==> src/rtl/fcr_pkg.sv <==
package fcr_pkg;

    typedef enum logic [1:0] {
        SLOTS_2     = 2'b00,
        SLOTS_4     = 2'b01,
        SLOTS_8     = 2'b10,
        SLOTS_8_ALT = 2'b11
    } slot_cnt_e;

    typedef enum logic [1:0] {
        SW_16     = 2'b00,
        SW_24     = 2'b01,
        SW_32     = 2'b10,
        SW_32_ALT = 2'b11
    } slot_w_e;

    typedef struct packed {
        logic valid;
        logic bad;
    } verdict_t;

    function automatic int unsigned slots_of(slot_cnt_e c);
        case (c)
            SLOTS_2: return 2;
            SLOTS_4: return 4;
            default: return 8;
        endcase
    endfunction

    function automatic int unsigned width_of(slot_w_e w);
        case (w)
            SW_16:   return 16;
            SW_24:   return 24;
            default: return 32;
        endcase
    endfunction

endpackage

==> src/rtl/fcr_edge.sv <==
module fcr_edge #(
    parameter int N = 2
) (
    input  logic         clk,
    input  logic         rst,
    input  logic [N-1:0] lvl,
    output logic [N-1:0] rise
);
    logic         vld;
    logic [N-1:0] prev;

    always_ff @(posedge clk) begin
        if (rst) begin
            vld  <= 1'b0;
            prev <= '0;
        end else begin
            vld  <= 1'b1;
            prev <= lvl;
        end
    end

    for (genvar gi = 0; gi < N; gi++) begin : g_rise
        assign rise[gi] = vld & lvl[gi] & ~prev[gi];
    end
endmodule

==> src/rtl/fcr_meas.sv <==
module fcr_meas
    import fcr_pkg::*;
#(
    parameter int BCNT_W = 10,
    parameter int PER_W  = 16
) (
    input  logic              clk,
    input  logic              rst,
    input  logic              bclk_rise,
    input  logic              fclk_rise,
    input  logic [BCNT_W-1:0] exp_bits,
    input  logic [PER_W-1:0]  per_min,
    input  logic [PER_W-1:0]  per_max,
    output verdict_t          verdict,
    output logic              started_o
);
    localparam logic [BCNT_W-1:0] BSAT = '1;

    logic              started;
    logic [BCNT_W-1:0] bcnt, bsum;
    logic [PER_W-1:0]  pcnt;
    logic [PER_W:0]    period;
    logic              timeout, count_bad, per_bad;

    always_comb begin
        bsum      = (bcnt == BSAT) ? bcnt : bcnt + BCNT_W'(bclk_rise);
        period    = {1'b0, pcnt} + {{PER_W{1'b0}}, 1'b1};
        count_bad = (bsum != exp_bits);
        per_bad   = (period < {1'b0, per_min}) || (period > {1'b0, per_max});
        timeout   = started && !fclk_rise && (pcnt >= per_max);
        verdict.valid = (started && fclk_rise) || timeout;
        verdict.bad   = timeout || count_bad || per_bad;
    end

    always_ff @(posedge clk) begin
        if (rst) begin
            started <= 1'b0;
            bcnt    <= '0;
            pcnt    <= '0;
        end else if (fclk_rise || timeout) begin
            started <= 1'b1;
            bcnt    <= '0;
            pcnt    <= '0;
        end else begin
            bcnt    <= bsum;
            pcnt    <= pcnt + 1'b1;
        end
    end

    assign started_o = started;
endmodule

==> src/rtl/fcr_latch.sv <==
module fcr_latch
    import fcr_pkg::*;
(
    input  logic     clk,
    input  logic     rst,
    input  verdict_t verdict,
    input  logic     clr,
    output logic     err_o,
    output logic     pend_o
);
    logic err, pend, streak;
    logic err_n, pend_n, streak_n;

    always_comb begin
        err_n    = err;
        pend_n   = pend;
        streak_n = streak;
        if (verdict.valid) begin
            if (verdict.bad) begin
                streak_n = 1'b1;
                if (streak) err_n = 1'b1;
            end else begin
                streak_n = 1'b0;
                if (pend) begin
                    err_n  = 1'b0;
                    pend_n = 1'b0;
                end
            end
        end
        if (clr && err && err_n) pend_n = 1'b1;
    end

    always_ff @(posedge clk) begin
        if (rst) begin
            err    <= 1'b0;
            pend   <= 1'b0;
            streak <= 1'b0;
        end else begin
            err    <= err_n;
            pend   <= pend_n;
            streak <= streak_n;
        end
    end

    assign err_o  = err;
    assign pend_o = pend;
endmodule

==> src/rtl/fcr_monitor.sv <==
module fcr_monitor
    import fcr_pkg::*;
#(
    parameter int MAX_SLOTS     = 8,
    parameter int MAX_SLOT_BITS = 32,
    parameter int PER_W         = 16
) (
    input  logic             clk,
    input  logic             rst,
    input  logic             bclk_i,
    input  logic             fclk_i,
    input  logic [1:0]       slot_cnt_sel,
    input  logic [1:0]       slot_w_sel,
    input  logic [PER_W-1:0] per_min,
    input  logic [PER_W-1:0] per_max,
    input  logic             clr_i,
    output logic             clk_err_o,
    output logic             amp_sd_o
);
    localparam int BITS_MAX = MAX_SLOTS * MAX_SLOT_BITS;
    localparam int BCNT_W   = $clog2(BITS_MAX + 1) + 1;

    logic [1:0]        rise;
    logic              bclk_rise, fclk_rise;
    logic [BCNT_W-1:0] exp_bits;
    verdict_t          verdict;
    logic              started, pend;
    logic              frm_valid, frm_bad;

    assign exp_bits = BCNT_W'(slots_of(slot_cnt_e'(slot_cnt_sel))
                             * width_of(slot_w_e'(slot_w_sel)));

    fcr_edge #(.N(2)) u_edge (
        .clk  (clk),
        .rst  (rst),
        .lvl  ({fclk_i, bclk_i}),
        .rise (rise)
    );

    assign bclk_rise = rise[0];
    assign fclk_rise = rise[1];

    fcr_meas #(.BCNT_W(BCNT_W), .PER_W(PER_W)) u_meas (
        .clk       (clk),
        .rst       (rst),
        .bclk_rise (bclk_rise),
        .fclk_rise (fclk_rise),
        .exp_bits  (exp_bits),
        .per_min   (per_min),
        .per_max   (per_max),
        .verdict   (verdict),
        .started_o (started)
    );

    fcr_latch u_latch (
        .clk     (clk),
        .rst     (rst),
        .verdict (verdict),
        .clr     (clr_i),
        .err_o   (clk_err_o),
        .pend_o  (pend)
    );

    assign frm_valid = verdict.valid;
    assign frm_bad   = verdict.bad;
    assign amp_sd_o  = clk_err_o;
endmodule

==> config.mk <==
export PLATFORM = sky130hd
export DESIGN_NAME = fcr_monitor
export DESIGN_NICKNAME = d
export VERILOG_FILES = /design/src/rtl/fcr_pkg.sv /design/src/rtl/fcr_edge.sv /design/src/rtl/fcr_meas.sv /design/src/rtl/fcr_latch.sv /design/src/rtl/fcr_monitor.sv
export SDC_FILE = /design/constraint.sdc
export NUM_CORES = 1
export LEC_CHECK = 0
export CAP_MARGIN = 20
export CORE_AREA = 2 2 74 76
export DETAILED_ROUTE_END_ITERATION = 8
export DIE_AREA = 0 0 76 78
export PLACE_DENSITY = 0.93
export SYNTH_ARGS = -nofsm -noshare
export SYNTH_HDL_FRONTEND = slang
export SYNTH_SLANG_ARGS = --single-unit
==> constraint.sdc <==
create_clock -name clk -period 6.92 [get_ports clk]
set_input_delay 1.384 -clock clk [delete_from_list [all_inputs] [get_ports clk]]
set_output_delay 1.384 -clock clk [all_outputs]
set_load 0.01 [all_outputs]
==> impl_metrics.json <==
{
  "seq_area_frac_synth": 0.223,
  "crit_chain": "clkdlybuf4s50_1 > nor2b_1 > nand2_1 > fa_1 > inv_1 > ha_1 > ha_1 > inv_1 > fa_1 > xnor2_1 > xnor2_1 > or4_4 > o32ai_1 > a21oi_1",
  "grt_pass1_wl_mm": 12.6,
  "status": "complete, no violations",
  "clkLatencyLatePin_ps": 290,
  "antenna_found_initial": 0,
  "drtPass1Iterations": 5,
  "min_path_cells": 2,
  "rr_endpoint": "u_latch.err_o",
  "clock-sinks": 33,
  "slew_headroom": 0.419,
  "maxCapViolCount": 0,
  "grt_pass1_vias": 2791,
  "syn_area_mm2": 0.00297,
  "hp-start": "u_latch.pend_o",
  "hold_viol": 0,
  "worstSetupPathType": "input port to register",
  "ys_seq_elements": 33,
  "synthFlopType": "dfxtp_1",
  "final_layout_size_suffix_gt1_frac": 0.0441,
  "synth_edf_count": 0,
  "port_buffers": 42,
  "rsz0062_at_grt": "no",
  "io_pins": 43,
  "path_max_fanout": 8,
  "finalCriticalPeriod_ps": 4420,
  "synth.area.mux_share": 0.00337,
  "cpPeakStageDelay_ps": 530,
  "via_per_inst": 5.92,
  "die_area_mm2": 0.00593,
  "cp.arrival_ps": 4600,
  "die_width_um": 76,
  "vias": 2831,
  "rr_worst_depth": 13,
  "cts_inserted_buffers": 5,
  "grt_start_max_net_pins": 18,
  "crit_path_end_kind": "register",
  "synth-simple-area-share": 0.235,
  "coreArea_mm2": 0.00504,
  "ys_types": 60,
  "vdd_drop_max_v": 0.0000739,
  "diodes": 0,
  "synth_nets": 461,
  "p_per_area_mw_per_mm2": 135,
  "drt_wl_total_mm": 7.30,
  "worstHoldEndpoint": "u_latch.pend_o",
  "fmax_ghz": 0.226,
  "ant_nets": 0,
  "finalSetupTns_ps": 0,
  "setup-violations-final": 0,
  "synth.yosys.warnings": 0,
  "htreeDepth": 2,
  "mostFrequentLayoutCell": "ha_1",
  "crit_path_start_kind": "input port",
  "hp-class": "register to register",
  "synth-xor-area-share": 0.0531,
  "start_util": 0.588,
  "cts_buffer_depth": 2,
  "nets": 505,
  "regToRegStartpoint": "u_meas.pcnt[2]",
  "syn_avg_cell_area_um2": 8.17,
  "cts_hold_buf": 0,
  "num_rows": 26,
  "cp.required_ps": 7100,
  "yosys.area_share.adder": 0.245,
  "drtIter0Drc": 214,
  "worst_pin_slew_ps": 867,
  "cts.reportedPaths.clkPinSlew_ps": 70,
  "gp_congestion": 0.869,
  "grt-ovfl-total": 0,
  "area_growth_pct": 20.4,
  "total_leakage_power_nw": 1.64,
  "synth_compound_area_frac": 0.171,
  "hpwl_mm": 5.66,
  "track_usage": 0.264,
  "synth_cells": 363,
  "cts_resized": 0,
  "wl_per_cell_um": 15.3,
  "post_cts_buffers": 0,
  "r2r_slack_ps": 2950,
  "root_buffer": "clkbuf_8",
  "fin_area_mm2": 0.00357,
  "drc": 0,
  "fp.dieH_um": 78,
  "fin_skew_ps": 6.88,
  "synth_top_family_by_area": "adder cells",
  "cts_tree": "done",
  "crit_slowest_cell": "clkdlybuf4s50_1",
  "mostFrequentLayoutCells": "55 x ha_1, 46 x inv_1, 42 x clkdlybuf4s50_1, 33 x dfxtp_1, 24 x nand2_1",
  "async_flop_share": 0,
  "min_period_over_period": 0.639,
  "placed_cell_area_mm2": 0.00345,
  "drv_slew": 0
}
sequential cells by signal (all words and copies together) (netlist names):
signal and count:
u_edge.prev 2, u_edge.vld 1, u_latch.err_o 1, u_latch.pend_o 1, u_latch.streak 1, u_meas.bcnt 10
u_meas.pcnt 16, u_meas.started_o 1
power breakdown:
group          internal, mW  leakage [nW]  switching, mW
sequential            0.194         0.268        0.00580
clock                 0.117        0.0585         0.0760
combinational        0.0462          1.31         0.0425
worst max-delay path: cells and delay by family:
| family | cells | cell delay, ps |
|---|---|---|
| XOR/XNOR | 2 | 320 |
| adder cells (fa/ha/maj) | 4 | 1120 |
| AO/OA/AOI/OAI | 2 | 410 |
| buffers and inverters | 3 | 640 |
| AND/OR/NAND/NOR | 3 | 740 |
worst max-delay path by stage:
| stage | start | to | slack, ps | cells past startpoint |
|---|---|---|---|---|
| 2_1_floorplan | slot_w_sel[0] | u_latch.pend_o | 2980 | 13 |
| 3_3_place_gp | slot_w_sel[1] | u_latch.pend_o | 2330 | 14 |
| 3_5_place_dp | slot_w_sel[1] | u_latch.err_o | 2230 | 14 |
| 4_1_cts | slot_w_sel[1] | u_latch.err_o | 2520 | 14 |
| 5_1_grt | slot_w_sel[1] | u_latch.err_o | 2290 | 14 |
| 6_report | slot_w_sel[1] | u_latch.err_o | 2500 | 14 |
per-stage QoR:
stage	power, mW	utilization	instances	setup WS [ps]	hold slack (ps)
after global placement	0.286	0.685	470	2330	447
after CTS	0.482	0.708	478	2520	462
after floorplan	0.249	-	363	2980	429
after global routing	0.501	0.708	478	2290	497
after detailed placement	0.290	0.685	470	2230	453
final	0.481	0.708	478	2500	461
synth_stat cells, types with 2 or more instances:
cell type	n	area (µm²)
ha_1	55	688
inv_1	46	173
dfxtp_1	33	661
nand2_1	24	90.1
a21oi_1	22	110
nor2_1	20	75.1
nor2b_1	19	119
xnor2_1	15	131
o21ai_0	14	70.1
nand3_1	13	65.1
nand4_1	13	81.3
a211oi_1	8	60.1
nor3_1	7	35.0
and4_1	6	52.6
and3_1	5	31.3
nor4_1	4	25.0
a21o_1	3	22.5
clkbuf_1	3	11.3
nand2b_1	3	18.8
o211ai_1	3	22.5
xor2_1	3	26.3
a211o_1	2	17.5
a31oi_1	2	12.5
fa_1	2	40.0
o21a_1	2	15.0
o31ai_1	2	15.0
kinds of logic (layout without fill, tap and decap cells):
kind of cell,after synthesis,in the layout
simple gates,126,126
compound gates,75,75
fa+ha+maj,57,57
buf+inv,52,97
flops,33,33
xor+xnor,18,18
other cells,1,1
mux,1,1
layout make-up:
cell class | instances | area, µm²
multi-input combinational | 278 | 2110
fill | 386 | 1470
sequential | 33 | 661
timing repair buffer | 43 | 428
inverter | 46 | 173
tap | 70 | 87.6
clock buffer | 7 | 86.3
clock inverter | 1 | 30.0
routing by layer:
layer	share of wire	vias up	global-route usage
li1	-	1394	-
met1	0.45	1307	0.338
met2	0.46	117	0.434
met3	0.077	13	0.0640
met4	0.017	0	0.0927
met5	0	-	0
Power figures use the tool's default switching activity.
